$ cat src/rtl/msi_irq_pkg.sv
package msi_irq_pkg;
  localparam int REG_AW = 12;
  localparam int WORD_W = 32;
  localparam logic [REG_AW-1:0] OFF_MASK = 12'h420;
  localparam logic [REG_AW-1:0] OFF_STAT = 12'h424;
  localparam logic [REG_AW-1:0] OFF_PEND = 12'h42c;
  localparam logic [REG_AW-1:0] OFF_TADDR = 12'h430;
  localparam int SUM_BIT = 23;
  localparam int INTX_LO = 16;
  localparam int INTX_N = 4;

  typedef enum logic [2:0] {
    RD_NONE, RD_MASK, RD_STAT, RD_PEND, RD_TADDR
  } rdSel_e;

  typedef struct packed {
    logic   wrMask;
    logic   wrStat;
    logic   wrPend;
    logic   wrTaddr;
    logic   rdEn;
    rdSel_e rdSel;
  } regStrobe_t;
endpackage

$ cat src/rtl/msi_reg_decode.sv
module msi_reg_decode
  import msi_irq_pkg::*;
(
  input  logic              clk,
  input  logic              rstN,
  input  logic [REG_AW-1:0] regAddr,
  input  logic              regWrEn,
  input  logic              regRdEn,
  output regStrobe_t        strobe
);
  logic hitMask, hitStat, hitPend, hitTaddr;

  always_comb begin
    hitMask  = (regAddr == OFF_MASK);
    hitStat  = (regAddr == OFF_STAT);
    hitPend  = (regAddr == OFF_PEND);
    hitTaddr = (regAddr == OFF_TADDR);
  end

  always_comb begin
    strobe.wrMask  = regWrEn && hitMask;
    strobe.wrStat  = regWrEn && hitStat;
    strobe.wrPend  = regWrEn && hitPend;
    strobe.wrTaddr = regWrEn && hitTaddr;
    strobe.rdEn    = regRdEn;
    if (!regRdEn)      strobe.rdSel = RD_NONE;
    else if (hitMask)  strobe.rdSel = RD_MASK;
    else if (hitStat)  strobe.rdSel = RD_STAT;
    else if (hitPend)  strobe.rdSel = RD_PEND;
    else if (hitTaddr) strobe.rdSel = RD_TADDR;
    else               strobe.rdSel = RD_NONE;
  end

  // at most one register is written per cycle
  p_one_write_r10: assert property (@(posedge clk) disable iff (!rstN)
    $onehot0({strobe.wrMask, strobe.wrStat, strobe.wrPend, strobe.wrTaddr}));
endmodule

$ cat src/rtl/msi_irq_datapath.sv
module msi_irq_datapath
  import msi_irq_pkg::*;
#(
  parameter int NUM_VEC = 32
) (
  input  logic              clk,
  input  logic              rstN,
  input  regStrobe_t        strobe,
  input  logic [WORD_W-1:0] regWrData,
  input  logic              inWrValid,
  input  logic [WORD_W-1:0] inWrAddr,
  input  logic [WORD_W-1:0] inWrData,
  input  logic [INTX_N-1:0] intxIn,
  output logic [WORD_W-1:0] regRdData,
  output logic              irqOut
);
  localparam int VEC_W = $clog2(NUM_VEC);

  logic [NUM_VEC-1:0] pendQ, setVec, clrVec;
  logic               summaryQ;
  logic               msiMaskQ;
  logic [INTX_N-1:0]  intxMaskQ;
  logic [WORD_W-1:0]  taddrQ;
  logic [VEC_W-1:0]   vecIdx;
  logic               inRange, msiHit, sumClr;
  logic [WORD_W-1:0]  rdMux;

  always_comb begin
    vecIdx  = inWrData[VEC_W-1:0];
    inRange = (inWrData < WORD_W'(NUM_VEC));
    msiHit  = inWrValid && (inWrAddr == taddrQ) && inRange;
    clrVec  = strobe.wrPend ? regWrData[NUM_VEC-1:0] : '0;
    sumClr  = strobe.wrStat && regWrData[SUM_BIT];
  end

  for (genvar g = 0; g < NUM_VEC; g++) begin : g_set
    assign setVec[g] = msiHit && (vecIdx == VEC_W'(g));
  end

  always_ff @(posedge clk) begin
    if (!rstN) begin
      pendQ    <= '0;
      summaryQ <= 1'b0;
    end else begin
      pendQ    <= (pendQ & ~clrVec) | setVec;
      summaryQ <= msiHit || (summaryQ && !sumClr);
    end
  end

  always_ff @(posedge clk) begin
    if (!rstN) begin
      msiMaskQ  <= 1'b1;
      intxMaskQ <= '1;
      taddrQ    <= '0;
    end else begin
      if (strobe.wrMask) begin
        msiMaskQ  <= regWrData[SUM_BIT];
        intxMaskQ <= regWrData[INTX_LO +: INTX_N];
      end
      if (strobe.wrTaddr) taddrQ <= regWrData;
    end
  end

  always_comb begin
    rdMux = '0;
    case (strobe.rdSel)
      RD_MASK: begin
        rdMux[SUM_BIT]            = msiMaskQ;
        rdMux[INTX_LO +: INTX_N]  = intxMaskQ;
      end
      RD_STAT: begin
        rdMux[SUM_BIT]            = summaryQ;
        rdMux[INTX_LO +: INTX_N]  = intxIn;
      end
      RD_PEND:  rdMux[NUM_VEC-1:0] = pendQ;
      RD_TADDR: rdMux = taddrQ;
      default:  rdMux = '0;
    endcase
  end

  always_ff @(posedge clk) begin
    if (!rstN)            regRdData <= '0;
    else if (strobe.rdEn) regRdData <= rdMux;
  end

  assign irqOut = (summaryQ && !msiMaskQ) || (|(intxIn & ~intxMaskQ));

  // an accepted arrival is pending after the edge
  p_hit_sets_r2: assert property (@(posedge clk) disable iff (!rstN)
    msiHit |=> pendQ[$past(vecIdx)]);
  // every accepted arrival raises the summary
  p_hit_summary_r11: assert property (@(posedge clk) disable iff (!rstN)
    msiHit |=> summaryQ);
  // without an accepted arrival or a clear, pending holds
  p_pend_quiet_r3: assert property (@(posedge clk) disable iff (!rstN)
    (!msiHit && !strobe.wrPend) |=> $stable(pendQ));
  // a clear without arrival removes every written bit
  p_clear_r4: assert property (@(posedge clk) disable iff (!rstN)
    (strobe.wrPend && !msiHit) |=> ((pendQ & $past(regWrData[NUM_VEC-1:0])) == '0));
  // the summary never rises without an arrival
  p_sum_rise_r5: assert property (@(posedge clk) disable iff (!rstN)
    !msiHit |=> !$rose(summaryQ));
  // fully masked means no interrupt
  p_all_masked_r8: assert property (@(posedge clk) disable iff (!rstN)
    (msiMaskQ && (&intxMaskQ)) |-> !irqOut);
endmodule

$ cat src/rtl/msi_irq_ctrl.sv
module msi_irq_ctrl
  import msi_irq_pkg::*;
#(
  parameter int NUM_VEC = 32
) (
  input  logic              clk,
  input  logic              rstN,
  input  logic [REG_AW-1:0] regAddr,
  input  logic              regWrEn,
  input  logic [WORD_W-1:0] regWrData,
  input  logic              regRdEn,
  output logic [WORD_W-1:0] regRdData,
  input  logic              inWrValid,
  input  logic [WORD_W-1:0] inWrAddr,
  input  logic [WORD_W-1:0] inWrData,
  input  logic [INTX_N-1:0] intxIn,
  output logic              irqOut
);
  regStrobe_t strobe;

  msi_reg_decode uDecode (
    .clk     (clk),
    .rstN    (rstN),
    .regAddr (regAddr),
    .regWrEn (regWrEn),
    .regRdEn (regRdEn),
    .strobe  (strobe)
  );

  msi_irq_datapath #(.NUM_VEC(NUM_VEC)) uPath (
    .clk       (clk),
    .rstN      (rstN),
    .strobe    (strobe),
    .regWrData (regWrData),
    .inWrValid (inWrValid),
    .inWrAddr  (inWrAddr),
    .inWrData  (inWrData),
    .intxIn    (intxIn),
    .regRdData (regRdData),
    .irqOut    (irqOut)
  );
endmodule

$ cat config.mk
export PLATFORM = sky130hd
export DESIGN_NAME = msi_irq_ctrl
export DESIGN_NICKNAME = d
export VERILOG_FILES = /design/src/rtl/msi_irq_pkg.sv /design/src/rtl/msi_reg_decode.sv /design/src/rtl/msi_irq_datapath.sv /design/src/rtl/msi_irq_ctrl.sv
export SDC_FILE = /design/constraint.sdc
export NUM_CORES = 1
export LEC_CHECK = 0
export ABC_AREA = 1
export BUFFER_PORTS_ARGS = -buffer_cell sky130_fd_sc_hd__buf_2
export CAP_MARGIN = 20
export CORE_UTILIZATION = 39
export CTS_CLUSTER_DIAMETER = 80
export DETAILED_ROUTE_END_ITERATION = 10
export GPL_TIMING_DRIVEN = 0
export SLEW_MARGIN = 0
export SYNTH_ARGS = -nofsm -noshare
export SYNTH_HDL_FRONTEND = slang
export SYNTH_HIERARCHICAL = 1
export SYNTH_SLANG_ARGS = --single-unit
$ cat constraint.sdc
create_clock -name clk -period 1.53 [get_ports clk]
set_input_delay 0.153 -clock clk [delete_from_list [all_inputs] [get_ports clk]]
set_output_delay 0.153 -clock clk [all_outputs]
set_load 0.01 [all_outputs]
==> summary.txt, run 1 <==
Run status
  • Outcome: finished, violations left
  • Failing checks: negative setup slack

Cells and area
  • Commonest non-fill, non-tap cell in the layout: buf_2
  • Synthesis-to-layout area growth: 31.46%
  • Fill cell instance count of the final layout: 1406
  • Leading cell types in the layout, fill and taps excluded: buf_2, nand2_1, inv_1
  • Fin nets: 1089
  • Fin util: 52.64%
  • Total inserted antenna cells: 0
  • Fraction of layout instances using a drive strength above 1: between 30% and 40%
  • Post-layout instance count excluding filler cells: 1157

Setup path
  • Sort of element at the end of the critical path: register
  • Top fanout value on the critical path: 5
  • Critical path start-end classification: register to register
  • Critical-path cell with the highest stage delay: dfxtp_2
  • Largest stage delay on the critical path: about 0.34 ns
  • Data arrival time at the worst-slack endpoint: ~1.9 ns
  • Ordered cell list for the critical path: inv_1 -> nand2_1 -> nand2_2 -> nor2_2 -> nand2_1 -> nor2_2 -> nand2_4 -> nor2_8 -> buf_12 -> buf_12 -> nand3_4 -> a21oi_2
  • Required time of the worst setup path: 1.81 ns
  • Type of element launching the critical path: register

Synthesis
  • Cell types occupying the most area after synthesis: dfxtp_1, nand2_1, inv_1
  • Synthesized-area fraction occupied by ao, oa, aoi and oai cells: 21.33%
  • Dominant combinational cell family by area after synthesis: simple AND/OR/NAND/NOR gates
  • Synthesis warning total: 6
  • Syn Inst Count: 802
  • #FFs+latches synth: 102
  • Area share of and/or/nand/nor cells after synthesis: 25.41%
  • Post-synthesis xor/xnor area fraction: 2.983%
  • Multiplexer area fraction after synthesis: 0%
  • Cell type contributing the most total cell area after synthesis: dfxtp_1
  • Post-Synthesis Mean Instance Area: around 7.0 um2
  • Count of distinct cell types in the synthesized netlist: 28
  • Summed instance area of the synthesized netlist: 0.005579 mm2
  • Adder-cell share of the synthesized area: 0%
  • Sequential share of the synthesized area: a little over a third
  • Area share of the largest cell type after synthesis: 36.60%
  • Number of nets in the synthesized netlist: 919

Power and ir drop
  • Power dissipated by switching net loads: 0.001440 W
  • Portion of total power attributed to combinational logic: 10.3%
  • Leakage power of the design: 3.028 nW
  • Sequential share of power: 46.6%
  • Internal power summed over all cells: roughly 0.0044 W
  • Switching part of the total power: between 20% and 30%
  • Power density over the cells: 791.6 mW/mm2
  • Worst vdd rail ir drop: 0.0004612 V
  • Clock network power share: about 43%

STA
  • Final hold violation count: 0
  • Clock Skews: between 0.01 and 0.015 ns
  • Fin worst setup slack: -0.08098 ns
  • Crit share post-route: 105.3%
  • Finish-stage setup viols: 24
  • Worst slew margin relative to its limit: 48.45%
  • Setup repair after global routing missed its margin: true
  • Transition time of the tightest slew-check pin: 0.7733 ns
  • Final Max Slew Viols: 0
  • Final critical path time including I/O delays and setup: 1.611 ns
  • Achievable frequency: 620.7 MHz

Clock tree
  • Clock insertion delay at the later pin of the skew report: roughly 0.36 ns
  • Hold buffer count at CTS: 0
  • Inserted Clock Buffers: 9
  • Root buffer cell: clkbuf_16
  • Maximum clock insertion buffer count: 2
  • Clock tree from TritonCTS: yes
  • CTS HTree Levels: 3
  • Post-CTS clock slew at the launch and capture registers of the worst setup and hold paths: 0.07 ns
  • Number of clock sinks seen by CTS: 102

Worst hold path
  • Type of the worst min-delay path: primary input to register

Global routing
  • Largest net degree at the start of global routing: 18
  • Total Routing Usage GR: 23.80%
  • Number of global-route vias before repair: 5194
  • Initial antenna violation count: 0
  • Wire length of the first global-routing pass: 26.53 mm
  • Remaining Overflow, GRT: 0

Floorplanning
  • Total die area: ~0.015 mm2
  • Core region area: 0.01393 mm2
  • Top Ports: 150
  • Initial cell density of the core: between 40 and 50%
  • Die H: around 120 um
  • Width of the chip: between 100 and 150 um
  • Number of standard-cell rows in the floorplan: 43

Placed design
  • Total of buffers placed on input and output ports: about 150
  • Placed wire-length estimate: 12.82 mm
  • DP Cell Count: 1130
  • Final GP Congestion: 0.9305

Drt
  • Remaining design rule violation count: 0
  • Routed len/inst: 14.94 um
  • WL final: 17.29 mm
  • Via density per instance: just under 5
  • First-pass detailed-route iteration total: 6
  • Overall via count from detail_route: 5569
  • Count of antenna-violating nets left after detailed routing: 0
  • DR iter-0 viols: 388

Job
  • Number of maximum-capacitance constraint violations: 0
[power by group through the flow]
stage / sequential [W] / clock (W) / combinational [W]
global placement: 0.00277 / 0 / 0.000573
floorplan: 0.00278 / 0 / 0.000255
finish: 0.00271 / 0.00250 / 0.000596
global route: 0.00271 / 0.00264 / 0.000662
CTS: 0.00271 / 0.00254 / 0.000584
detailed placement: 0.00277 / 0 / 0.000574
[timing repair]
item	4_1_cts	5_1_grt
endpoints found under the setup margin	89	88
setup buffers	6	3
gates cloned	2	2
hold endpoints to repair	0	0
resized for setup	40	83
pin swaps	14	25
[cells by family after synthesis]
group	Yosys count
simple gates	305
xor+xnor	19
compound gates	190
buf+inv	186
flops	102
[critical path: cells and delay by family (launching register included)]
| family | cells | cell delay [ns] |
|---|---|---|
| AND/OR/NAND/NOR | 8 | 0.74 |
| flip-flops | 1 | 0.34 |
| buffers and inverters | 3 | 0.31 |
| AO/OA/AOI/OAI | 1 | 0.14 |
[flip-flops by register name (all words and copies together), names as in the netlist]
register and cells:
uPath/summaryQ 1, uPath/pendQ 32, uPath/taddrQ 32, uPath/intxMaskQ 4, uPath/msiMaskQ 1, uPath/regRdData 32
[path summary, 6_finish.rpt]
| check | from | slack (ns) | end | cells past startpoint |
|---|---|---|---|---|
| max | uPath/taddrQ[29]$_SDFFE_PN0P_ | -0.08 | uPath/pendQ[15]$_SDFF_PN0_ | 12 |
| min | regWrData[23] | 0.05 | uPath/msiMaskQ$_SDFFE_PN1P_ | 3 |
| max reg2reg | uPath/taddrQ[29]$_SDFFE_PN0P_ | -0.08 | uPath/pendQ[15]$_SDFF_PN0_ | 12 |
| min reg2reg | uPath/regRdData[18]$_SDFFE_PN0P_ | 0.47 | uPath/regRdData[18]$_SDFFE_PN0P_ | 2 |
[cells in the mapped netlist, drive strengths merged]
cell type,n
nand2,146
or2,1
nor2,101
o22ai,11
inv,143
clkbuf,33
xor2,4
xnor2,15
clkinv,1
nand4,2
buf,9
nand3,45
o21ai,73
dfxtp,102
a21oi,78
nor3,10
o221ai,28
[metrics by stage]
step | area, um2 | setup WS, ns | hold WS, ns | power (W) | TNS (ns)
after global routing | 7335 | -0.1579 | 0.07792 | 0.006005 | -3.024
final | 7335 | -0.08098 | 0.05261 | 0.005806 | -0.8945
after detailed placement | 6546 | -0.6034 | 0.4157 | 0.003342 | -38.83
after global placement | 6546 | -0.6307 | 0.4087 | 0.003341 | -39.66
after CTS | 7077 | -0.1178 | 0.04560 | 0.005832 | -2.138
after floorplan | 5580 | 0.004452 | 0.2755 | 0.003036 | 0
[area by class of cell]
| cell class | instances | area (um2) | share of cell area [%] |
|---|---|---|---|
| inverters | 144 | 540.5 | 7.369 |
| plain buffers | 41 | 284.0 | 3.872 |
| repair buffers | 160 | 924.6 | 12.61 |
| flip-flops and latches | 102 | 2059 | 28.08 |
| clock buffers | 9 | 225.2 | 3.071 |
| well taps | 180 | 225.2 | 3.071 |
| clock inverters | 7 | 97.59 | 1.331 |
| multi-input cells | 514 | 2978 | 40.60 |
[metal layers]
metal / part of all wire (%) / global-route usage [%] / up-vias
li1: - / - / 2907
met1: 48 / 33.09 / 2478
met2: 45 / 38.14 / 163
met3: 5.4 / 3.371 / 21
met4: 1.6 / 7.022 / 0
met5: 0 / 0 / -
(Power assumes the default switching activity.)
==> run 2: changes to the inputs <==
Settings changed: BUFFER_PORTS_ARGS -buffer_cell sky130_fd_sc_hd__buf_2 to not set, DONT_BUFFER_PORTS set to 1.
==> run 2 against run 1 <==
The run still ends with negative setup slack left; flip-flop and latch count stayed put; first-iteration DRC count is 26% lower; worst hold slack worse by 0.048 ns; power is 3.0% lower; final cell count is 10% lower; largest cell class unchanged.
==> summary.txt, run 2 (same netlist as run 1, synthesis figures left out) <==
Global routing
  • Number of global-route vias before repair: 5073 (-2.3%)
  • Initial antenna violation count: 0 (unchanged)
  • Remaining Overflow, GRT: 0 (unchanged)
  • Largest net degree at the start of global routing: 17 (-1)
  • Total Routing Usage GR: 23.86% (+0.064 points)
  • Wire length of the first global-routing pass: 26.68 mm (+0.55%)

Placed design
  • Area after DPL: 0.005806 mm2 (-11%)
  • Total of buffers placed on input and output ports: 0 (-100%)
  • Placed wire-length estimate: 12.61 mm (-1.6%)
  • Final GP Congestion: 0.9078 (-2.4%)

STA
  • Setup repair after global routing missed its margin: true
  • Crit share post-route: 105.6% (+0.29 points)
  • Transition time of the tightest slew-check pin: 0.8080 ns (+0.03473 ns)
  • Worst slew margin relative to its limit: 46.13% (-2.3 points)
  • Final Max Slew Viols: 0 (unchanged)
  • Finish-stage setup viols: 33 (+38%)
  • Achievable frequency: 619.0 MHz (-0.27%)
  • Final critical path time including I/O delays and setup: 1.615 ns (+0.004428 ns)
  • Fin worst setup slack: -0.08540 ns (-0.004427 ns)
  • Post-route worst hold slack: 0.004986 ns (-0.04763 ns)
  • Clock Skews: 0.006684 ns (-0.004985 ns)
  • Final hold violation count: 0 (unchanged)

Drt
  • Via density per instance: 5.126 (+6.5%)
  • DR iter-0 viols: 287 (-26%)
  • Count of antenna-violating nets left after detailed routing: 0 (unchanged)
  • Remaining design rule violation count: 0 (unchanged)
  • Overall via count from detail_route: 5321 (-4.5%)
  • Routed len/inst: 16.77 um (+12%)
  • First-pass detailed-route iteration total: 5 (-1)
  • WL final: 17.41 mm (+0.70%)

Floorplanning
  • Width of the chip: 121.6 um (unchanged)
  • Top Ports: 150 (unchanged)
  • Core region area: 0.01393 mm2 (unchanged)
  • Number of standard-cell rows in the floorplan: 43 (unchanged)
  • Initial cell density of the core: 40.04% (unchanged)
  • Die H: 121.6 um (unchanged)
  • Total die area: 0.01479 mm2 (unchanged)

Power and ir drop
  • Power density over the cells: 828.8 mW/mm2 (+4.7%)
  • Worst vdd rail ir drop: 0.0005193 V (+13%)
  • Leakage power of the design: 2.469 nW (-18%)

Cells and area
  • Final instance area: 0.006798 mm2 (-7.3%)
  • Synthesis-to-layout area growth: 21.84%
  • Total inserted antenna cells: 0 (unchanged)
  • Fraction of layout instances using a drive strength above 1: 18.41% (-15 points)
  • Fin nets: 970 (-11%)
  • Commonest non-fill, non-tap cell in the layout: nand2_1
  • Top Registers: uPath/pendQ x32, uPath/regRdData x32, uPath/taddrQ x32
  • Leading cell types in the layout, fill and taps excluded: nand2_1, inv_1, dfxtp_1
  • Fill cell instance count of the final layout: 1433 (+1.9%)

Job
  • Number of maximum-capacitance constraint violations: 0 (unchanged)

Setup path
  • Logic depth of the worst register-to-register path: 12 (unchanged)
  • FF-to-FF Start: uPath/taddrQ[17]$_SDFFE_PN0P_
  • R2R Setup Slk: -0.09 ns (about the same)
  • R2r endpoint: uPath/pendQ[25]$_SDFF_PN0_
  • Type of element launching the critical path: register
  • Top fanout value on the critical path: 10 (+5)
  • Data arrival time at the worst-slack endpoint: 1.90 ns (about the same)
  • Critical path start-end classification: register to register
  • Required time of the worst setup path: 1.81 ns (about the same)
  • Sort of element at the end of the critical path: register

Worst hold path
  • Hold Startpoint: regWrData[5]
  • End point of the worst hold path: uPath/taddrQ[5]$_SDFFE_PN0P_
  • Type of the worst min-delay path: primary input to register
  • Hold path depth: 2 (-1)

Clock tree
  • Inserted Clock Buffers: 9 (unchanged)
  • Clock insertion delay at the later pin of the skew report: 0.35 ns (about the same)
  • Post-CTS clock slew at the launch and capture registers of the worst setup and hold paths: 0.07 ns (about the same)
  • Clock tree from TritonCTS: yes
  • Root buffer cell: clkbuf_16
  • CTS HTree Levels: 3 (unchanged)
  • Number of clock sinks seen by CTS: 102 (unchanged)
  • Maximum clock insertion buffer count: 2 (unchanged)

Run status
  • Failing checks: negative setup slack
  • Outcome: finished, violations left
==> run 2: through the flow <==
stage	utilization [%]	instances	worst slack, ns	power (W)	setup TNS [ns]
floorplan	-	802	0.004452	0.003036	0
global placement	41.66	982	-0.5242	0.003134	-30.71
detailed placement	41.66	982	-0.5106	0.003136	-30.26
CTS	47.14	1031	-0.1169	0.005658	-3.083
global route	48.78	1038	-0.1673	0.005816	-4.617
finish	48.78	1038	-0.08540	0.005634	-1.974
==> run 2: layout make-up <==
type	count	area (um2)	area share [%]
multi-input cells	514	2912	42.83
flip-flops and latches	102	2052	30.19
inverters	144	540.5	7.951
repair buffers	40	470.5	6.921
plain buffers	42	281.5	4.141
clock buffers	11	232.7	3.424
well taps	180	225.2	3.313
clock inverters	5	83.83	1.233
==> run 2: worst max-delay path: stages (launching register included) <==
cell and delay (ns):
dfxtp_2 0.34, inv_2 0.04, nand2_2 0.05, nand2_2 0.08
nor2_2 0.11, nand2_1 0.07, nor2_2 0.15, nand2_2 0.11
nor2_8 0.11, buf_12 0.14, buf_12 0.14, nand3_2 0.08
a21oi_2 0.11
==> run 2: power by group <==
part,leakage [nW],total (W),internal [W],switching [W]
logic,1.49,0.000428,0.000162,0.000266
clock network,0.146,0.00248,0.00144,0.00104
registers,0.830,0.00273,0.00269,0.0000416
total,2.47,0.00563,0.00429,0.00134
==> run 2: worst max-delay path by stage <==
| stage | to | startpoint | slack, ns | cells past startpoint |
|---|---|---|---|---|
| floorplan | uPath/regRdData[10]$_SDFFE_PN0P_ | regAddr[11] | 0.004 | 11 |
| global placement | uPath/taddrQ[14]$_SDFFE_PN0P_ | regAddr[9] | -0.52 | 9 |
| detailed placement | uPath/taddrQ[14]$_SDFFE_PN0P_ | regAddr[9] | -0.51 | 9 |
| CTS | uPath/pendQ[13]$_SDFF_PN0_ | uPath/taddrQ[17]$_SDFFE_PN0P_ | -0.12 | 12 |
| global route | uPath/pendQ[19]$_SDFF_PN0_ | uPath/taddrQ[25]$_SDFFE_PN0P_ | -0.17 | 12 |
| finish | uPath/pendQ[25]$_SDFF_PN0_ | uPath/taddrQ[17]$_SDFFE_PN0P_ | -0.09 | 12 |
==> run 2: timing repair <==
action	4_1_cts	5_1_grt
hold endpoints to repair	43	0
gates cloned	1	2
pin swaps	10	16
gates resized for setup	26	51
hold buffers	29	0
setup buffers	3	5
endpoints found under the setup margin	76	89
==> run 2: routing by layer <==
layer,up-vias,GRT usage (%),wire (um)
li1,2668,-,-
met1,2441,31.35,7723
met2,188,39.28,8045
met3,24,4.822,1301
met4,0,7.176,340
met5,-,0,0
